### src/rtl/rs485_tx_pkg.sv
// Shared types for the half-duplex transmitter.
// Assumes nothing beyond a single clock domain.
package rs485_tx_pkg;
    typedef enum logic [1:0] {
        ST_IDLE = 2'd0,
        ST_WAIT = 2'd1,
        ST_SEND = 2'd2
    } tx_state_e;
endpackage

### src/rtl/rs485_bit_timer.sv
// Bit and character timer. It counts clock cycles per bit and bits per
// character while run is high, and it produces bit_end and char_end strobes.
// Assumes div is stable while run is high. A div of 0 behaves as 1.
module rs485_bit_timer #(
    parameter int DIV_W      = 16,
    parameter int FRAME_BITS = 10
) (
    input  logic             clk,
    input  logic             rst_n,
    input  logic             run,
    input  logic             restart,
    input  logic [DIV_W-1:0] div,
    output logic             bit_end,
    output logic             char_end
);
    localparam int IDX_W = $clog2(FRAME_BITS);
    localparam logic [IDX_W-1:0] LAST_IDX = IDX_W'(FRAME_BITS - 1);

    logic [DIV_W-1:0] div_eff;
    logic [DIV_W-1:0] cyc_cnt;
    logic [IDX_W-1:0] bit_idx;

    // Effective divisor with 0 mapped to 1.
    always_comb div_eff = (div == '0) ? DIV_W'(1) : div;

    assign bit_end  = run && (cyc_cnt == div_eff - DIV_W'(1));
    assign char_end = bit_end && (bit_idx == LAST_IDX);

    // Cycle and bit counters, held at zero while stopped or restarted.
    always_ff @(posedge clk) begin
        if (!rst_n || !run || restart) begin
            cyc_cnt <= '0;
            bit_idx <= '0;
        end else if (bit_end) begin
            cyc_cnt <= '0;
            bit_idx <= (bit_idx == LAST_IDX) ? '0 : bit_idx + IDX_W'(1);
        end else begin
            cyc_cnt <= cyc_cnt + DIV_W'(1);
        end
    end

    AST_CNT_IN_RANGE: assert property (@(posedge clk) disable iff (!rst_n)
        run |-> (cyc_cnt < div_eff));
endmodule

### src/rtl/rs485_event_flag.sv
// Sticky status bit. It is set by an event pulse and cleared by a
// write-one strobe, and the set wins over the clear.
// Assumes both inputs are synchronous one-cycle strobes.
module rs485_event_flag (
    input  logic clk,
    input  logic rst_n,
    input  logic pulse,
    input  logic clear,
    output logic flag
);
    // Set on event, clear on strobe.
    always_ff @(posedge clk) begin
        if (!rst_n)     flag <= 1'b0;
        else if (pulse) flag <= 1'b1;
        else if (clear) flag <= 1'b0;
    end

    AST_FLAG_SETS: assert property (@(posedge clk) disable iff (!rst_n)
        pulse |=> flag);
endmodule

### src/rtl/rs485_tx_ctrl.sv
// Half-duplex serial transmitter with hardware line-driver enable.
// A one-entry holding stage feeds a shift register that sends 8N1 frames.
// drv_en covers start to end of stop bit of the last queued byte. A
// receive-end pulse arms a turnaround delay of idle characters.
// Assumes baud_div and turn_chars change only while the block is idle.
module rs485_tx_ctrl
    import rs485_tx_pkg::*;
#(
    parameter int DIV_W  = 16,
    parameter int TURN_W = 4,
    parameter int DATA_W = 8
) (
    input  logic              clk,
    input  logic              rst_n,
    input  logic [DIV_W-1:0]  baud_div,
    input  logic [TURN_W-1:0] turn_chars,
    input  logic              rx_end,
    input  logic              wr_valid,
    input  logic [DATA_W-1:0] wr_data,
    output logic              wr_ready,
    input  logic              clr_hre,
    input  logic              clr_tc,
    output logic              txd,
    output logic              drv_en,
    output logic              hre_pulse,
    output logic              tc_pulse,
    output logic              hre_flag,
    output logic              tc_flag
);
    localparam int FRAME_BITS = DATA_W + 2;
    localparam int NUM_EVT    = 2;

    tx_state_e           state, state_nx;
    logic                hold_full;
    logic [DATA_W-1:0]   hold_data;
    logic [FRAME_BITS-1:0] shreg;
    logic [TURN_W-1:0]   pend;
    logic                load, tc_go;
    logic                bit_end, char_end;
    logic [NUM_EVT-1:0]  evt_pulse, evt_clear, evt_flag;

    rs485_bit_timer #(.DIV_W(DIV_W), .FRAME_BITS(FRAME_BITS)) u_timer (
        .clk      (clk),
        .rst_n    (rst_n),
        .run      (state != ST_IDLE),
        .restart  (rx_end && (state == ST_WAIT)),
        .div      (baud_div),
        .bit_end  (bit_end),
        .char_end (char_end)
    );

    // Next-state and load decision.
    always_comb begin
        state_nx = state;
        load     = 1'b0;
        tc_go    = 1'b0;
        unique case (state)
            ST_IDLE: if (hold_full) begin
                if (pend != '0) state_nx = ST_WAIT;
                else begin state_nx = ST_SEND; load = 1'b1; end
            end
            ST_WAIT: if (!rx_end && ((pend == '0) ||
                                     (char_end && pend == TURN_W'(1)))) begin
                state_nx = ST_SEND;
                load     = 1'b1;
            end
            ST_SEND: if (char_end) begin
                if (hold_full) load = 1'b1;
                else begin state_nx = ST_IDLE; tc_go = 1'b1; end
            end
            default: state_nx = ST_IDLE;
        endcase
    end

    // State register and event pulses.
    always_ff @(posedge clk) begin
        if (!rst_n) begin
            state     <= ST_IDLE;
            hre_pulse <= 1'b0;
            tc_pulse  <= 1'b0;
        end else begin
            state     <= state_nx;
            hre_pulse <= load;
            tc_pulse  <= tc_go;
        end
    end

    // Holding stage: accepts a write only when empty, empties on load.
    always_ff @(posedge clk) begin
        if (!rst_n) begin
            hold_full <= 1'b0;
            hold_data <= '0;
        end else if (load) begin
            hold_full <= 1'b0;
        end else if (wr_valid && !hold_full) begin
            hold_full <= 1'b1;
            hold_data <= wr_data;
        end
    end

    // Pending turnaround characters: armed by rx_end, consumed in WAIT.
    always_ff @(posedge clk) begin
        if (!rst_n)                          pend <= '0;
        else if (rx_end)                     pend <= turn_chars;
        else if (state == ST_WAIT && char_end) pend <= pend - TURN_W'(1);
    end

    // Shift register: frame loaded LSB-side first, shifted at each bit end.
    always_ff @(posedge clk) begin
        if (!rst_n)                           shreg <= '1;
        else if (load)                        shreg <= {1'b1, hold_data, 1'b0};
        else if (state == ST_SEND && bit_end) shreg <= {1'b1, shreg[FRAME_BITS-1:1]};
    end

    assign drv_en   = (state == ST_SEND);
    assign txd      = drv_en ? shreg[0] : 1'b1;
    assign wr_ready = !hold_full;

    assign evt_pulse = {tc_pulse, hre_pulse};
    assign evt_clear = {clr_tc, clr_hre};

    for (genvar g = 0; g < NUM_EVT; g++) begin : g_flag
        rs485_event_flag u_flag (
            .clk   (clk),
            .rst_n (rst_n),
            .pulse (evt_pulse[g]),
            .clear (evt_clear[g]),
            .flag  (evt_flag[g])
        );
    end

    assign hre_flag = evt_flag[0];
    assign tc_flag  = evt_flag[1];

    AST_HRE_AT_START: assert property (@(posedge clk) disable iff (!rst_n)
        hre_pulse |-> (drv_en && !txd));
    AST_TC_AFTER_STOP: assert property (@(posedge clk) disable iff (!rst_n)
        $fell(drv_en) |-> tc_pulse);
    AST_TC_BUS_FREE: assert property (@(posedge clk) disable iff (!rst_n)
        tc_pulse |-> !drv_en);
    AST_NO_OVERWRITE: assert property (@(posedge clk) disable iff (!rst_n)
        (hold_full && wr_valid) |=> $stable(hold_data));
endmodule

### config.mk
export PLATFORM = sky130hd
export DESIGN_NAME = rs485_tx_ctrl
export DESIGN_NICKNAME = d
export VERILOG_FILES = /design/src/rtl/rs485_tx_pkg.sv /design/src/rtl/rs485_bit_timer.sv /design/src/rtl/rs485_event_flag.sv /design/src/rtl/rs485_tx_ctrl.sv
export SDC_FILE = /design/constraint.sdc
export NUM_CORES = 1
export LEC_CHECK = 0
export BUFFER_PORTS_ARGS = -buffer_cell sky130_fd_sc_hd__buf_2
export CAP_MARGIN = 20
export CORE_MARGIN = 5
export CORE_UTILIZATION = 45
export CTS_CLUSTER_SIZE = 20
export DETAILED_ROUTE_END_ITERATION = 6
export PLACE_DENSITY_LB_ADDON = 0.1
export SLEW_MARGIN = 0
export SYNTH_ARGS = -nofsm -noshare
export SYNTH_HDL_FRONTEND = slang
export SYNTH_HIERARCHICAL = 1
export SYNTH_SLANG_ARGS = --single-unit
### constraint.sdc
create_clock -name clk -period 4.35 [get_ports clk]
set_input_delay 0.2175 -clock clk [delete_from_list [all_inputs] [get_ports clk]]
set_output_delay 0.2175 -clock clk [all_outputs]
set_load 0.02 [all_outputs]
==> summary.txt <==
worst-path fanout max = 11
most common cell after layout, fill and taps aside = dfxtp_1
final core utilization = 51.2%
sequential area share after synthesis = 31.2%
Clock Path Buffers = 2
status = finished clean
proportion of layout cells with a drive suffix above 1 = 23.2%
width of the die = 92.8 um
first drt pass iteration count = 4
maxcap violations = 0
max-slew violation count = 0
Final Hold Fails = 0
EDFF count, synth = 0
Worst EP required = 4550 ps
Die Footprint = 0.00861 mm2
synth unique cells = 72
post-route antenna net violation count = 0
clk sinks = 48
post-route setup TNS = 0 ps
port bufs = 40
CP startpoint kind = primary input
Total Wirelength = 7.20 mm
final worst-path cycle share = 87.8%
I/O Pins = 41
first-pass GRT wire length = 12.1 mm
slack of the critical path = 531 ps
Seq cells post-synth = 48
clk_lat worst skew = 300 ps
Worst EP arrival = 4010 ps
post-placement cell area = 0.00335 mm2
Placed Cells = 481
Reg2Reg Setup Slack = 1220 ps
Worst Setup End Kind = flip-flop
post-CTS resize count = 0
CTS clk-pin slew, worst paths = 90 ps
clock root cell = clkbuf_8
Leakage = 1.36 nW
largest cells by area after synthesis = dfxtp_1 31%, nand3_1 5.0%, nand2_1 4.7%
row count = 30
initial core utilization = 45.9%
Finish-stage setup viols = 0
antenna violations before repair = 0
Cell Area, Synth = 0.00308 mm2
Nets = 446
syn_area_per_cell = 8.36 um2
setup bufs post-CTS = 0
largest net degree at the start of global routing = 46
via count = 2672
Inserted Diodes = 0
Routability Congestion = 0.868
Area Growth Syn to Fin = 11.6%
Die Ht = 92.8 um
top_reg_cell synth = dfxtp_1
Total Power = 0.917 mW
routed vias/inst = 5.46
Yosys top cell by area = dfxtp_1
Post-Synthesis Cells = 369
PwrDens = 266 mW/mm2
core area = 0.00672 mm2
Fin Clk Skew = 9.51 ps
fmax = 262 MHz
initial drt markers = 122
CTS Buf Count = 5
Tot GR Track Use = 17.4%
Hold Worst Slack = 128 ps
maximum VDD drop = 0.000152 V
dpl ws = 240 ps
r2r endpoint = shreg[7]$_SDFFE_PN1P_
Final HPWL DP = 5.65 mm
RSZ-0062 raised after global routing = false
Ys Warns = 6
hold path depth = 3
actual slew at the worst max-slew pin = 723 ps
ys async rst share = 0%
Slew headroom = 51.8%
grt total ovfl = 0
DR WL/cell = 14.7 um
Synthesized Nets = 407
vias in the first global route = 2565
DRC violation count after routing = 0
Crit Path Class = primary input to flip-flop
Final min period = 3820 ps
Final Cell Area = 0.00344 mm2
crit path launch = baud_div[0]
Hold Startpoint = wr_data[7]
r2r worst-path depth = 10
most frequent cells in the layout = 48 x dfxtp_1, 40 x buf_2, 39 x nand2_1
# hold bufs at CTS = 0
worst flop-to-flop path startpoint = u_timer/cyc_cnt[13]$_SDFF_PP0_
Hold Path End = hold_data[7]$_SDFFE_PN0P_
Finished Layout Cells = 489
CTS tree = done
Hold WC Path Type = primary input to flip-flop
CTS H-Tree Depth = 2
top cell type's share of synthesized area = 31.2%
==> layout make-up <==
cell class | count | area, um2
flip-flops and latches | 48 | 961
well taps | 80 | 100
clock buffers | 6 | 82.6
fillers | 683 | 3280
inverters | 18 | 67.6
repair buffers | 45 | 238
multi-input cells | 290 | 1980
clock inverters | 2 | 13.8
==> power breakdown <==
part	internal (mW)	switching, mW	leakage [nW]
logic	0.0710	0.0883	0.919
registers	0.461	0.0172	0.391
clock network	0.130	0.150	0.0516
total	0.662	0.255	1.36
==> per-layer routing <==
metal,vias up,GRT usage (%),share of wire (%)
met4,0,7.81,3.6
met3,20,3.57,4.3
li1,1388,-,-
met2,66,28.7,46
met5,-,0,0
met1,1198,21.8,46
==> synth_stat cells, types with 2 or more instances <==
cell,count
a21oi_1,14
nand3_1,31
xnor2_1,15
or2_2,3
buf_6,3
nor2b_4,2
buf_2,4
a21boi_0,2
ha_1,4
o211a_1,3
nor3b_1,4
xor2_1,15
nor2_1,21
and2_1,4
mux2i_1,2
o21a_1,2
dfxtp_1,48
or4_1,3
nor2_2,10
nor4_1,4
a41oi_1,2
nand4b_1,2
clkbuf_1,6
nand3b_1,3
or3_1,3
and3_1,10
o211ai_1,2
nand4_1,5
nand2_1,39
and3b_1,2
nor2b_1,7
or3_4,2
nor3_1,7
mux2_4,6
o21ai_0,14
a2111oi_2,2
nand2b_1,10
or2_4,2
inv_1,18
==> logic make-up (layout without fill, tap and decap cells) <==
| logic type | count (synthesis) | after routing | synth area share (%) |
|---|---|---|---|
| buffers and inverters | 31 | 71 | 4.67 |
| xor gates and xnor gates | 30 | 30 | 8.52 |
| and+or+nand+nor | 185 | 185 | 34.0 |
| muxes | 9 | 9 | 3.94 |
| DFF | 48 | 48 | 31.2 |
| adders and majority gates | 4 | 4 | 1.62 |
| AOI/OAI and AO/OA | 62 | 62 | 16.1 |
==> worst max-delay path by stage <==
stage                                        to  depth (start not counted)  slack, ps
final                     shreg[7]$_SDFFE_PN1P_                         17        530
after global placement    shreg[6]$_SDFFE_PN1P_                         17        290
after detailed placement  shreg[7]$_SDFFE_PN1P_                         17        240
after CTS                 shreg[7]$_SDFFE_PN1P_                         17        540
after floorplan           shreg[2]$_SDFFE_PN1P_                         18        300
after global routing      shreg[7]$_SDFFE_PN1P_                         16        230
==> critical path, cell delays in order <==
cell,delay [ps]
buf_2,120
or4_1,580
nor3_4,200
a21oi_1,140
ha_1,240
xnor2_1,140
xnor2_1,150
nor4_1,280
nand2_1,90
nor4b_1,330
buf_4,180
nand2_1,60
and4b_1,380
a21o_1,220
nand3_1,140
o311a_4,220
mux2_4,320
==> flip-flops by register name, indices dropped and copies added (netlist names) <==
| signal | cells |
|---|---|
| g_flag.u_flag/flag | 2 |
| hold_data | 8 |
| hold_full | 1 |
| hre_pulse | 1 |
| pend | 4 |
| shreg | 9 |
| state | 2 |
| tc_pulse | 1 |
| u_timer/bit_idx | 4 |
| u_timer/cyc_cnt | 16 |
Note: power is estimated with default switching activity, not from simulation.
